## src/rtl/usbcmd_pkg.sv

```systemverilog
package usbcmd_pkg;

    typedef enum logic [1:0] {
        ST_WAIT    = 2'd0,
        ST_BUS_ON  = 2'd1,
        ST_FETCH   = 2'd2,
        ST_RELEASE = 2'd3
    } rdseq_state_t;

endpackage

```

## src/rtl/usbcmd_rst_sync.sv

```systemverilog
module usbcmd_rst_sync #(
    parameter int STAGES = 2
) (
    input  logic clk,
    input  logic rst_n,
    output logic eff_rst_n
);

    logic [STAGES-1:0] chain;

    always_ff @(posedge clk or negedge rst_n) begin
        if (!rst_n) begin
            chain <= '0;
        end else begin
            chain <= {chain[STAGES-2:0], 1'b1};
        end
    end

    assign eff_rst_n = chain[STAGES-1];

endmodule

```

## src/rtl/usbcmd_ctrl.sv

```systemverilog
module usbcmd_ctrl
    import usbcmd_pkg::*;
#(
    parameter int CMD_BYTES = 3,
    localparam int CNT_W    = (CMD_BYTES > 1) ? $clog2(CMD_BYTES) : 1
) (
    input  logic             clk,
    input  logic             eff_rst_n,
    input  logic             avail_n,
    output logic             oe_n,
    output logic             rd_n,
    output logic             cap_en,
    output logic [CNT_W-1:0] cap_idx,
    output logic             emit
);

    localparam logic [CNT_W-1:0] LAST_IDX = CNT_W'(CMD_BYTES - 1);

    rdseq_state_t state, nxt;
    logic [CNT_W-1:0] idx;
    logic             complete;

    // next-state decision
    always_comb begin
        nxt = state;
        unique case (state)
            ST_WAIT:    if (!avail_n) nxt = ST_BUS_ON;
            ST_BUS_ON:  nxt = avail_n ? ST_RELEASE : ST_FETCH;
            ST_FETCH:   if (avail_n || idx == LAST_IDX) nxt = ST_RELEASE;
            ST_RELEASE: nxt = ST_WAIT;
        endcase
    end

    // state register, byte index and completion flag
    always_ff @(posedge clk or negedge eff_rst_n) begin
        if (!eff_rst_n) begin
            state    <= ST_WAIT;
            idx      <= '0;
            complete <= 1'b0;
        end else begin
            state <= nxt;
            unique case (state)
                ST_FETCH: begin
                    if (avail_n) begin
                        idx <= '0;
                    end else if (idx == LAST_IDX) begin
                        idx      <= '0;
                        complete <= 1'b1;
                    end else begin
                        idx <= idx + 1'b1;
                    end
                end
                ST_RELEASE: complete <= 1'b0;
                default: ;
            endcase
        end
    end

    // outputs decoded from state
    always_comb begin
        oe_n   = 1'b1;
        rd_n   = 1'b1;
        cap_en = 1'b0;
        emit   = 1'b0;
        unique case (state)
            ST_WAIT: ;
            ST_BUS_ON: oe_n = 1'b0;
            ST_FETCH: begin
                oe_n   = 1'b0;
                rd_n   = 1'b0;
                cap_en = !avail_n;
            end
            ST_RELEASE: emit = complete;
        endcase
    end

    assign cap_idx = idx;

endmodule

```

## src/rtl/usbcmd_pack.sv

```systemverilog
module usbcmd_pack #(
    parameter int CMD_BYTES = 3,
    parameter int BYTE_W    = 8,
    localparam int CNT_W    = (CMD_BYTES > 1) ? $clog2(CMD_BYTES) : 1,
    localparam int WORD_W   = CMD_BYTES * BYTE_W
) (
    input  logic              clk,
    input  logic              eff_rst_n,
    input  logic              cap_en,
    input  logic [CNT_W-1:0]  cap_idx,
    input  logic [BYTE_W-1:0] bus_data,
    output logic [WORD_W-1:0] word
);

    for (genvar b = 0; b < CMD_BYTES; b++) begin : g_lane
        logic [BYTE_W-1:0] lane_q;

        always_ff @(posedge clk or negedge eff_rst_n) begin
            if (!eff_rst_n) begin
                lane_q <= '0;
            end else if (cap_en && cap_idx == CNT_W'(b)) begin
                lane_q <= bus_data;
            end
        end

        // first byte received lands in the most significant lane
        assign word[(CMD_BYTES-1-b)*BYTE_W +: BYTE_W] = lane_q;
    end

endmodule

```

## src/rtl/usbcmd_reader.sv

```systemverilog
module usbcmd_reader #(
    parameter int CMD_BYTES  = 3,
    parameter int BYTE_W     = 8,
    parameter int SYNC_DEPTH = 2,
    localparam int CNT_W     = (CMD_BYTES > 1) ? $clog2(CMD_BYTES) : 1,
    localparam int WORD_W    = CMD_BYTES * BYTE_W
) (
    input  logic              clk,
    input  logic              rst_n,
    input  logic              avail_n,
    input  logic [BYTE_W-1:0] bus_data,
    output logic              oe_n,
    output logic              rd_n,
    output logic              cmd_valid,
    output logic [WORD_W-1:0] cmd_word
);

    logic             eff_rst_n;
    logic             cap_en;
    logic [CNT_W-1:0] cap_idx;

    usbcmd_rst_sync #(
        .STAGES (SYNC_DEPTH)
    ) u_rst (
        .clk       (clk),
        .rst_n     (rst_n),
        .eff_rst_n (eff_rst_n)
    );

    usbcmd_ctrl #(
        .CMD_BYTES (CMD_BYTES)
    ) u_ctrl (
        .clk       (clk),
        .eff_rst_n (eff_rst_n),
        .avail_n   (avail_n),
        .oe_n      (oe_n),
        .rd_n      (rd_n),
        .cap_en    (cap_en),
        .cap_idx   (cap_idx),
        .emit      (cmd_valid)
    );

    usbcmd_pack #(
        .CMD_BYTES (CMD_BYTES),
        .BYTE_W    (BYTE_W)
    ) u_pack (
        .clk       (clk),
        .eff_rst_n (eff_rst_n),
        .cap_en    (cap_en),
        .cap_idx   (cap_idx),
        .bus_data  (bus_data),
        .word      (cmd_word)
    );

endmodule

```

## config.mk

```make
export PLATFORM = sky130hd
export DESIGN_NAME = usbcmd_reader
export DESIGN_NICKNAME = d
export VERILOG_FILES = /design/src/rtl/usbcmd_pkg.sv /design/src/rtl/usbcmd_rst_sync.sv /design/src/rtl/usbcmd_ctrl.sv /design/src/rtl/usbcmd_pack.sv /design/src/rtl/usbcmd_reader.sv
export SDC_FILE = /design/constraint.sdc
export NUM_CORES = 1
export LEC_CHECK = 0
export ABC_CLOCK_PERIOD_IN_PS = 1510
export BUFFER_PORTS_ARGS = -buffer_cell sky130_fd_sc_hd__buf_2
export CAP_MARGIN = 20
export CORE_MARGIN = 2
export CORE_UTILIZATION = 30
export DETAILED_ROUTE_END_ITERATION = 10
export PLACE_DENSITY = 0.49
export RECOVER_POWER = 25
export SYNTH_ARGS = -nofsm -noshare
export SYNTH_HDL_FRONTEND = slang
export SYNTH_HIERARCHICAL = 1
export SYNTH_SLANG_ARGS = --single-unit
export TNS_END_PERCENT = 50
```

## constraint.sdc

```tcl
create_clock -name clk -period 1.51 [get_ports clk]
set_input_delay 0.151 -clock clk [delete_from_list [all_inputs] [get_ports clk]]
set_output_delay 0.151 -clock clk [all_outputs]
set_load 0.02 [all_outputs]
```

==> run metrics, run 1 <==
status finished with violations; violated checks negative setup slack; TritonCTS sink count 31; Tot Pwr 4.141 mW; Synth Instances 86; total wire length 2633 µm; cell leakage power just over 0.9 nW; GRT Util Overall 11.75%; number of top-level pins 38; CTS tree built; core footprint just over 4000 µm²; count of TritonRoute iterations in the first routing pass 3; Worst Setup Path Type register to register; largest fanout on the critical path 4; H-Tree Level Count 2; transition time of the tightest slew-check pin 709.2 ps; remaining antenna violation count after routing 0; startpoint type of the worst setup path register; total count of max-transition violations in the final report 0; critical path endpoint category register; Clock transition at path regs 60 ps; routed metal-1 wire length ~1100 µm; share of post-route cells with drive strength above 1 63.38%; Tmin final roughly 1600 ps; die outline area 4862 µm²; top cells by count, synth sky130_fd_sc_hd__dfrtp_1 (31), sky130_fd_sc_hd__mux2_2 (25), sky130_fd_sc_hd__ha_1 (5); worst IR drop on VDD between 800 and 900 µV; largest area contributor in the synthesized netlist sky130_fd_sc_hd__dfrtp_1; final hold violations 0; first-pass GRT wire length 4436 µm; antenna cells 0; vias 867; clock buffer count from CTS 5; drt first-iter violations 19; max-cap viol count 0; critical path data arrival time around 1700 ps; area fraction in and, or, nand and nor cells after synthesis under 10%; post-route worst hold slack around 140 ps; Layout Skew 4.154 ps; CTS Buffer Depth 2; worst hold path type input pin to register; gr ovfl total 0; Final Cycle Share 104.4%; final weighted congestion in routability-driven placement 0.7012; number of enable flip-flop cells after synthesis 0; compound-cell area share of the yosys netlist 4.344%; fraction of registers with async set or reset after synthesis 100.0%; Buf/Inv on CP 2; root buffer cell sky130_fd_sc_hd__clkbuf_8; share of cell area taken by muxes after synthesis 22.49%; fraction of post-synthesis cell area in the top cell type by area 59.85%; flip-flop and latch count after synthesis 31; count leader, synth sky130_fd_sc_hd__dfrtp_1; met3 WL roughly 120 µm; distinct cell type count after synthesis 22; fraction of the mapped netlist area in adder cells 4.826%; maximum number of pins on one net before global-route repair 30; series of cell instances along the critical path inv_2, ha_4, nor2b_4, nor3b_4, buf_4, mux2_2; sequential area share after synthesis 59.85%; slack of the critical path -65.89 ps; initial antenna violation count 0; synthesized-area fraction occupied by xor and xnor cells 0%; via count of the first global-routing pass between 900 and 1000; total setup violations reported at the end of the flow 8; area grow syn2layout 39.19%; worst-skew pair later-pin latency about 270 ps; count of input and output buffers 37; worst relative slew slack 52.72%; ratio of total power to cell area roughly 2300 nW/µm²; combinational family with the most area after synthesis multiplexers; required arrival time at the worst endpoint 1670 ps; post-synthesis net count 102; synth warn 6; Std-Cell Rows 23; area used by sequential logic in the layout 775.7 µm²; Chip Height 69.73 µm; average wire per cell in the routed design approximately 14 µm; area of combinational cells with multiple inputs approximately 570 µm²; Filler Cells Inserted a little under 400; Max Clock Freq around 630 MHz; nets 157; cells taking the most area after synthesis sky130_fd_sc_hd__dfrtp_1 (60%), sky130_fd_sc_hd__mux2_2 (22%), sky130_fd_sc_hd__ha_1 (4.8%); hpwl dp 1990 µm; delay of the slowest cell on the worst path roughly 400 ps; initial standard-cell utilization of the core 31.72%; worst-path cell with the longest stage delay sky130_fd_sc_hd__dfrtp_1; dominant synthesized flop cell sky130_fd_sc_hd__dfrtp_1; Top Layer Used met4; setup repair after global routing missed its margin true; Vias per Instance 4.516; DRC violation count after routing 0; cell family with the largest share of critical-path delay simple AND/OR/NAND/NOR gates; die width approximately 70 µm; met2 wire length 1363 µm; Post-Syn Area approximately 1300 µm²; synthesized area per cell 15.07 µm²
==> power by group <==
part | total (mW) | internal, mW | switching, mW | leakage [nW]
Sequential | 1.45 | 1.21 | 0.248 | 0.383
Combinational | 1.98 | 0.976 | 1.01 | 0.484
Clock | 0.706 | 0.414 | 0.292 | 0.0505
Total | 4.14 | 2.60 | 1.55 | 0.917
==> per-layer routing <==
| metal | global-route usage [%] | vias up |
|---|---|---|
| li1 | - | 417 |
| met1 | 14.29 | 430 |
| met2 | 18.91 | 18 |
| met3 | 4.506 | 2 |
| met4 | 4.487 | 0 |
| met5 | 0 | - |
==> layout make-up <==
cell class	count	area share [%]
clock buffer	7	5.340
clock inverter	1	0.4161
inverter	4	0.8322
multi-input combinational	51	31.41
sequential	31	43.00
tap	50	3.467
timing repair buffer	48	15.53
==> repair_timing <==
action                                  CTS  global route
hold buffers                              1             0
setup buffers                             2             0
pin swaps                                 1             0
resized for setup                        14             0
hold endpoints to repair                  2             0
endpoints found under the setup margin   25            26
==> registers in the layout (all words and copies together) (netlist names) <==
signal,count
u_ctrl/complete,1
u_ctrl/state,2
u_ctrl/cap_idx,2
u_rst/chain,2
u_pack/g_lane.lane_q,24
==> kinds of logic after synthesis <==
logic type               after synthesis
AO/OA/AOI/OAI                          7
adder cells (fa/ha/maj)                5
buffers and inverters                  4
flip-flops                            31
multiplexers                          26
other                                  1
AND/OR/NAND/NOR                       12
==> layout by cell type, fill, tap and decap left out, types with 2 or more instances in the layout <==
cell                       count
sky130_fd_sc_hd__ha_4          2
sky130_fd_sc_hd__mux2_4        6
sky130_fd_sc_hd__buf_4         7
sky130_fd_sc_hd__mux2_2       19
sky130_fd_sc_hd__dfrtp_1      31
sky130_fd_sc_hd__nor3_1        2
sky130_fd_sc_hd__inv_2         3
sky130_fd_sc_hd__nand2_1       2
sky130_fd_sc_hd__ha_1          3
sky130_fd_sc_hd__buf_2        35
sky130_fd_sc_hd__clkbuf_8      7
sky130_fd_sc_hd__buf_6         3
==> worst reg2reg max path: cells and delay by family (launching register included) <==
family        cells  cell delay, ps
fa+ha+maj         1             120
buf+inv           2             230
flops             1             390
mux               1             320
simple gates      2             400
==> through the flow <==
step	worst slack (ps)	TNS (ps)	utilization (%)	std cells	area [µm²]
2_1_floorplan	-179.1	-1433	-	86	1314
3_3_place_gp	-87.27	-1112	39.68	181	1622
3_5_place_dp	-132.6	-1988	39.68	181	1622
4_1_cts	-80.94	-614.4	44.24	192	1808
5_1_grt	-156.5	-1731	44.15	192	1804
6_report	-65.89	-499.5	44.15	192	1804
==> path summary, 6_finish.rpt <==
path / cells past startpoint / slack, ps / end / from
min in group asynchronous: 2 / 180 / u_rst/chain[1] / rst_n
min: 2 / 140 / u_pack/g_lane[0].lane_q[6] / bus_data[6]
max: 6 / -70 / u_pack/g_lane[0].lane_q[5] / u_ctrl/state[0]
max in group asynchronous: 1 / 680 / u_ctrl/cap_idx[0] / u_rst/chain[1]
max reg2reg: 6 / -70 / u_pack/g_lane[0].lane_q[5] / u_ctrl/state[0]
min reg2reg: 0 / 360 / u_rst/chain[1] / u_rst/chain[0]
Note: power is estimated with default switching activity, not from simulation.
==> inputs of run 2 (changes only) <==
--- a/config.mk
+++ b/config.mk
@@ -5,13 +5,13 @@
 export SDC_FILE = /design/constraint.sdc
 export NUM_CORES = 1
 export LEC_CHECK = 0
-export ABC_CLOCK_PERIOD_IN_PS = 1510
+export ABC_CLOCK_PERIOD_IN_PS = 1700
 export BUFFER_PORTS_ARGS = -buffer_cell sky130_fd_sc_hd__buf_2
 export CAP_MARGIN = 20
 export CORE_MARGIN = 2
-export CORE_UTILIZATION = 30
+export CORE_UTILIZATION = 50
 export DETAILED_ROUTE_END_ITERATION = 10
-export PLACE_DENSITY = 0.49
+export PLACE_DENSITY = 0.76
 export RECOVER_POWER = 25
 export SYNTH_ARGS = -nofsm -noshare
 export SYNTH_HDL_FRONTEND = slang
==> constraint.sdc (replaced) <==
create_clock -name clk -period 1.7 [get_ports clk]
set_input_delay 0.17 -clock clk [delete_from_list [all_inputs] [get_ports clk]]
set_output_delay 0.17 -clock clk [all_outputs]
set_load 0.02 [all_outputs]
==> run 2 against run 1 <==
Against the previous run:
- the flow now finishes without violations
- maximum frequency decreased by 3.8%
- via count rose by 1.2%
- register-to-register slack improved by 130 ps
- clock-buffer cell count unchanged
- power decreased by 20%
- combinational power fell by 22%
- non-clock buffer count decreased by 4
- sequential share of layout area grew 3.6 points
- clock skew is 5.1 ps higher
- largest cell class unchanged
- largest power group unchanged
- highest routed layer unchanged
==> run metrics, run 2 (synthesis results as in run 1) <==
status finished clean (was finished with violations); Clock transition at path regs 100 ps (was 60 ps); most common cell after layout, fill and taps aside sky130_fd_sc_hd__buf_2 (unchanged); Std-Cell Rows 18 (was 23); maximum number of pins on one net before global-route repair 23 (was 30); cell family with the largest share of critical-path delay simple AND/OR/NAND/NOR gates (unchanged); total setup violations reported at the end of the flow 0 (was 8); nets 153 (was 157); area grow syn2layout 28.38% (was 39.19%); die outline area 3016 µm² (was 4862 µm²); worst hold path type input pin to register (unchanged); Max Clock Freq 610.2 MHz (was 634.6 MHz); antenna cells 0 (unchanged); Chip Height 54.92 µm (was 69.73 µm); initial standard-cell utilization of the core 52.32% (was 31.72%); CTS Buffer Depth 2 (unchanged); total wire length 2406 µm (was 2633 µm); number of flip-flops in the largest register 24 (unchanged); core footprint 2477 µm² (was 4086 µm²); critical path data arrival time 1860 ps (was 1740 ps); Tot Pwr 3.319 mW (was 4.141 mW); Layout Skew 9.262 ps (was 4.154 ps); worst relative slew slack 65.38% (was 52.72%); hpwl dp 1821 µm (was 1990 µm); count of input and output buffers 37 (unchanged); Post-Route Setup TNS 0 ps (was -499.5 ps); final weighted congestion in routability-driven placement 0.8278 (was 0.7012); number of top-level pins 38 (unchanged); area used by sequential logic in the layout 775.7 µm² (unchanged); share of post-route cells with drive strength above 1 60.14% (was 63.38%); Largest Register u_pack/g_lane.lane_q (unchanged); drt first-iter violations 4 (was 19); final core occ 67.17% (was 44.15%); GRT Util Overall 18.18% (was 11.75%); max-cap viol count 0 (unchanged); Tmin final 1639 ps (was 1576 ps); transition time of the tightest slew-check pin 519.3 ps (was 709.2 ps); average wire per cell in the routed design 14.32 µm (was 13.71 µm); cell leakage power 0.8419 nW (was 0.9170 nW); minimum setup slack after placement 56.92 ps (was -132.6 ps); worst-path cell with the longest stage delay sky130_fd_sc_hd__dfrtp_1 (unchanged); start point of the critical path u_ctrl/state[0] (unchanged); DRC violation count after routing 0 (unchanged); delay of the slowest cell on the worst path 400 ps (was 390 ps); largest fanout on the critical path 5 (was 4); top library cells by usage in the layout, fill and taps aside sky130_fd_sc_hd__buf_2 (36), sky130_fd_sc_hd__dfrtp_1 (31), sky130_fd_sc_hd__mux2_2 (25) (was sky130_fd_sc_hd__buf_2 (35), sky130_fd_sc_hd__dfrtp_1 (31), sky130_fd_sc_hd__mux2_2 (19)); final hold violations 0 (unchanged); initial antenna violation count 0 (unchanged); worst-skew pair later-pin latency 340 ps (was 270 ps); CTS tree built (unchanged); first-pass GRT wire length 3594 µm (was 4436 µm); die width 54.92 µm (was 69.73 µm); startpoint of the lowest-slack register-to-register path u_ctrl/state[0] (unchanged); Buf/Inv on CP 2 (unchanged); remaining antenna violation count after routing 0 (unchanged); vias 877 (was 867); count of TritonRoute iterations in the first routing pass 4 (was 3); Filler Cells Inserted 199 (was 387); root buffer cell sky130_fd_sc_hd__clkbuf_4 (was sky130_fd_sc_hd__clkbuf_8); Vias per Instance 5.220 (was 4.516); clock buffer count from CTS 5 (unchanged); via count of the first global-routing pass 797 (was 905); HP Start bus_data[5] (was bus_data[6]); gr ovfl total 0 (unchanged); area of combinational cells with multiple inputs 523.0 µm² (was 566.8 µm²); series of cell instances along the critical path inv_2, ha_4, nor2b_4, nor3b_4, buf_4, mux2_2 (unchanged); critical path endpoint category register (unchanged); startpoint type of the worst setup path register (unchanged); total count of max-transition violations in the final report 0 (unchanged); TritonCTS sink count 31 (unchanged); H-Tree Level Count 2 (unchanged); Final Cycle Share 96.40% (was 104.4%); worst IR drop on VDD 1447 µV (was 876.1 µV); required arrival time at the worst endpoint 1920 ps (was 1670 ps); slack of the critical path 61.16 ps (was -65.89 ps); ratio of total power to cell area 1994 nW/µm² (was 2295 nW/µm²); Worst Setup Path Type register to register (unchanged)
==> run 2: changes by cell type in the layout (fill, tap and decap cells not counted), moves of 2 or more <==
cell,delta
sky130_fd_sc_hd__mux2_4,-6
sky130_fd_sc_hd__clkbuf_4,+5
sky130_fd_sc_hd__buf_4,-3
sky130_fd_sc_hd__inv_2,-2
sky130_fd_sc_hd__mux2_2,+6
sky130_fd_sc_hd__clkbuf_8,-5
sky130_fd_sc_hd__buf_6,-2
sky130_fd_sc_hd__inv_1,+2
==> run 2: metal layers <==
| layer | vias up | track usage [%] | share of wire, % |
|---|---|---|---|
| li1 | 409 | - | - |
| met1 | 437 | 21.49 | 42 |
| met2 | 26 | 28.37 | 50 |
| met3 | 5 | 8.065 | 6.4 |
| met4 | 0 | 8.537 | 1.9 |
| met5 | - | 0 | 0 |
==> run 2: layout make-up <==
class / instances / share of cell area [%]
clock buffer: 7 / 3.910
inverter: 4 / 0.9023
timing repair buffer: 44 / 14.44
clock inverter: 1 / 0.4511
sequential: 31 / 46.62
multi-input combinational: 51 / 31.43
tap: 30 / 2.256
==> run 2: report_power, final <==
group          internal (mW)  switching [mW]
logic                  0.709           0.827
clock network          0.241           0.255
registers               1.07           0.219
==> run 2: path summary, 6_finish.rpt <==
check                                              to  slack (ps)  cells past startpoint
max                        u_pack/g_lane[0].lane_q[7]          60                      6
min                        u_pack/g_lane[1].lane_q[5]          90                      2
max reg2reg                u_pack/g_lane[0].lane_q[7]          60                      6
min reg2reg                           u_ctrl/state[0]         130                      0
max in group asynchronous  u_pack/g_lane[1].lane_q[3]         770                      1
min in group asynchronous             u_ctrl/state[0]         130                      0
==> run 2: per-stage QoR <==
step,std cells,hold slack (ps),instance area [µm²]
after floorplan,86,-125.6,1314
after global placement,158,-43.08,1574
after detailed placement,158,-41.56,1574
after CTS,167,73.58,1657
after global routing,168,68.32,1664
final,168,87.25,1664
==> run 2: what timing repair did <==
action                                  in CTS  in global routing
setup buffers                                0                  1
endpoints found under the setup margin       0                  8
hold buffers                                 1                  0
gates resized for setup                      0                  1
endpoints found under the hold margin        2                  0
==> inputs of run 3 (changes only) <==
--- a/config.mk
+++ b/config.mk
@@ -5,14 +5,13 @@
 export SDC_FILE = /design/constraint.sdc
 export NUM_CORES = 1
 export LEC_CHECK = 0
-export ABC_CLOCK_PERIOD_IN_PS = 1700
+export ABC_CLOCK_PERIOD_IN_PS = 2100
 export BUFFER_PORTS_ARGS = -buffer_cell sky130_fd_sc_hd__buf_2
 export CAP_MARGIN = 20
 export CORE_MARGIN = 2
-export CORE_UTILIZATION = 50
+export CORE_UTILIZATION = 54
 export DETAILED_ROUTE_END_ITERATION = 10
-export PLACE_DENSITY = 0.76
-export RECOVER_POWER = 25
+export PLACE_DENSITY = 0.81
 export SYNTH_ARGS = -nofsm -noshare
 export SYNTH_HDL_FRONTEND = slang
 export SYNTH_HIERARCHICAL = 1
==> constraint.sdc (replaced) <==
create_clock -name clk -period 2.1 [get_ports clk]
set_input_delay 0.21 -clock clk [delete_from_list [all_inputs] [get_ports clk]]
set_output_delay 0.21 -clock clk [all_outputs]
set_load 0.02 [all_outputs]
==> run 3 against run 2 <==
Against the previous run:
- combinational power fell by 24%
- highest routed layer unchanged
- routed wire length is 5.7% lower
- global-route usage rose by 2.1 points
- critical endpoint is now u_pack/g_lane[0].lane_q[5]
- core utilization grew 4.3 points
- via count shrank 3.3%
==> run metrics, run 3 (synthesis results as in run 1) <==
via count of the first global-routing pass 814 (was 797); remaining antenna violation count after routing 0 (unchanged); clock buffer count from CTS 5 (unchanged); Clock transition at path regs 90 ps (was 100 ps); routed metal-1 wire length 992 µm (was 1015 µm); final weighted congestion in routability-driven placement 0.8418 (was 0.8278); max-cap viol count 0 (unchanged); largest fanout on the critical path 8 (was 5); nets 149 (was 153); delay of the slowest cell on the worst path 420 ps (was 400 ps); root buffer cell sky130_fd_sc_hd__clkbuf_4 (unchanged); total count of max-transition violations in the final report 0 (unchanged); number of flip-flops in the largest register 24 (unchanged); worst-path cell with the longest stage delay sky130_fd_sc_hd__dfrtp_1 (unchanged); Layout Skew 4.624 ps (was 9.262 ps); Tmin final 1918 ps (was 1639 ps); most common cell after layout, fill and taps aside sky130_fd_sc_hd__buf_2 (unchanged); die outline area 2808 µm² (was 3016 µm²); count of input and output buffers 37 (unchanged); series of cell instances along the critical path inv_1, ha_1, nor2b_4, nor3b_4, buf_4, mux2_2 (was inv_2, ha_4, nor2b_4, nor3b_4, buf_4, mux2_2); CTS tree built (unchanged); Tot Pwr 2.536 mW (was 3.319 mW); Final Cycle Share 91.33% (was 96.40%); area of placed instances 1531 µm² (was 1574 µm²); drt first-iter violations 12 (was 4); status finished clean (unchanged); initial standard-cell utilization of the core 58.04% (was 52.32%); met3 WL 183 µm (was 153 µm); area grow syn2layout 23.17% (was 28.38%); GRT Util Overall 20.28% (was 18.18%); hpwl dp 1702 µm (was 1821 µm); final hold violations 0 (unchanged); Chip Height 53.00 µm (was 54.92 µm); core footprint 2233 µm² (was 2477 µm²); Worst Setup Path Type register to register (unchanged); TritonCTS sink count 31 (unchanged); critical path data arrival time 2130 ps (was 1860 ps); instance count after placement with tap cells included 153 (was 158); count of TritonRoute iterations in the first routing pass 4 (unchanged); cell leakage power 0.8174 nW (was 0.8419 nW); initial antenna violation count 0 (unchanged); H-Tree Level Count 2 (unchanged); Vias per Instance 5.235 (was 5.220); Top Layer Used met4 (unchanged); critical path endpoint category register (unchanged); antenna cells 0 (unchanged); worst-skew pair later-pin latency 330 ps (was 340 ps); die width 53.00 µm (was 54.92 µm); startpoint type of the worst setup path register (unchanged); ratio of total power to cell area 1589 nW/µm² (was 1994 nW/µm²); DRC violation count after routing 0 (unchanged); average wire per cell in the routed design 14.01 µm (was 14.32 µm); number of top-level pins 38 (unchanged); worst hold path type register to async pin (was input pin to register); number of standard cells in the layout, taps in and fillers out 162 (was 168); worst IR drop on VDD 1009 µV (was 1447 µV); share of post-route cells with drive strength above 1 56.72% (was 60.14%); total setup violations reported at the end of the flow 0 (unchanged); cell family with the largest share of critical-path delay simple AND/OR/NAND/NOR gates (unchanged); Buf/Inv on CP 2 (unchanged); met2 wire length 1049 µm (was 1191 µm); total wire length 2269 µm (was 2406 µm); Std-Cell Rows 17 (was 18); maximum number of pins on one net before global-route repair 23 (unchanged); fin area 1597 µm² (was 1664 µm²); setup repair after global routing missed its margin false; gr ovfl total 0 (unchanged); top library cells by usage in the layout, fill and taps aside sky130_fd_sc_hd__buf_2 (37), sky130_fd_sc_hd__dfrtp_1 (31), sky130_fd_sc_hd__mux2_2 (25) (was sky130_fd_sc_hd__buf_2 (36), sky130_fd_sc_hd__dfrtp_1 (31), sky130_fd_sc_hd__mux2_2 (25)); Largest Register u_pack/g_lane.lane_q (unchanged); first-pass GRT wire length 3801 µm (was 3594 µm); CTS Buffer Depth 2 (unchanged); Post-Route Setup TNS 0 ps (unchanged); vias 848 (was 877); Max Clock Freq 521.4 MHz (was 610.2 MHz); required arrival time at the worst endpoint 2320 ps (was 1920 ps)
-- run 3: final timing paths --
kind	start	endpoint	slack, ps	cells past startpoint
setup / recovery	u_ctrl/state[0]	u_pack/g_lane[0].lane_q[5]	180	6
hold / removal	u_rst/chain[1]	u_ctrl/state[1]	130	0
setup reg to reg	u_ctrl/state[0]	u_pack/g_lane[0].lane_q[5]	180	6
hold reg to reg	u_rst/chain[1]	u_ctrl/state[1]	130	0
max in group asynchronous	u_rst/chain[1]	u_pack/g_lane[2].lane_q[7]	1380	1
min in group clk	bus_data[6]	u_pack/g_lane[0].lane_q[6]	140	2
-- run 3: routing by layer --
metal  vias to the layer above  GRT usage [%]
met4                         0          10.26
met1                       414          25.75
li1                        399              -
met2                        29          29.38
met3                         6          8.757
met5                         -              0
-- run 3: through the flow --
step           util (%)  hold slack (ps)  setup WS, ps
2_1_floorplan         -           -85.59         244.9
3_3_place_gp      68.57           -5.915         222.4
3_5_place_dp      68.57           -4.257         135.6
4_1_cts           71.26            126.9         120.4
5_1_grt           71.48            122.7         74.45
6_report          71.48            129.1         182.0
-- run 3: where the power goes --
part           switching, mW  internal (mW)
sequential             0.180          0.865
combinational          0.642          0.529
clock                  0.190          0.130
-- run 3: final cells by class --
type | count | area, µm²
repair buffers | 40 | 210.2
clock inverters | 1 | 5.005
flip-flops and latches | 31 | 775.7
inverters | 4 | 15.01
well taps | 28 | 35.03
clock buffers | 7 | 45.04
multi-input cells | 51 | 510.5
fillers | 164 | 636.9
-- run 3: timing repair --
action                     in CTS  in global routing
setup buffers                   0                  0
hold endpoints to repair        2                  0
resized for setup               0                  1
hold buffers                    1                  0
setup endpoints to repair       0                  4
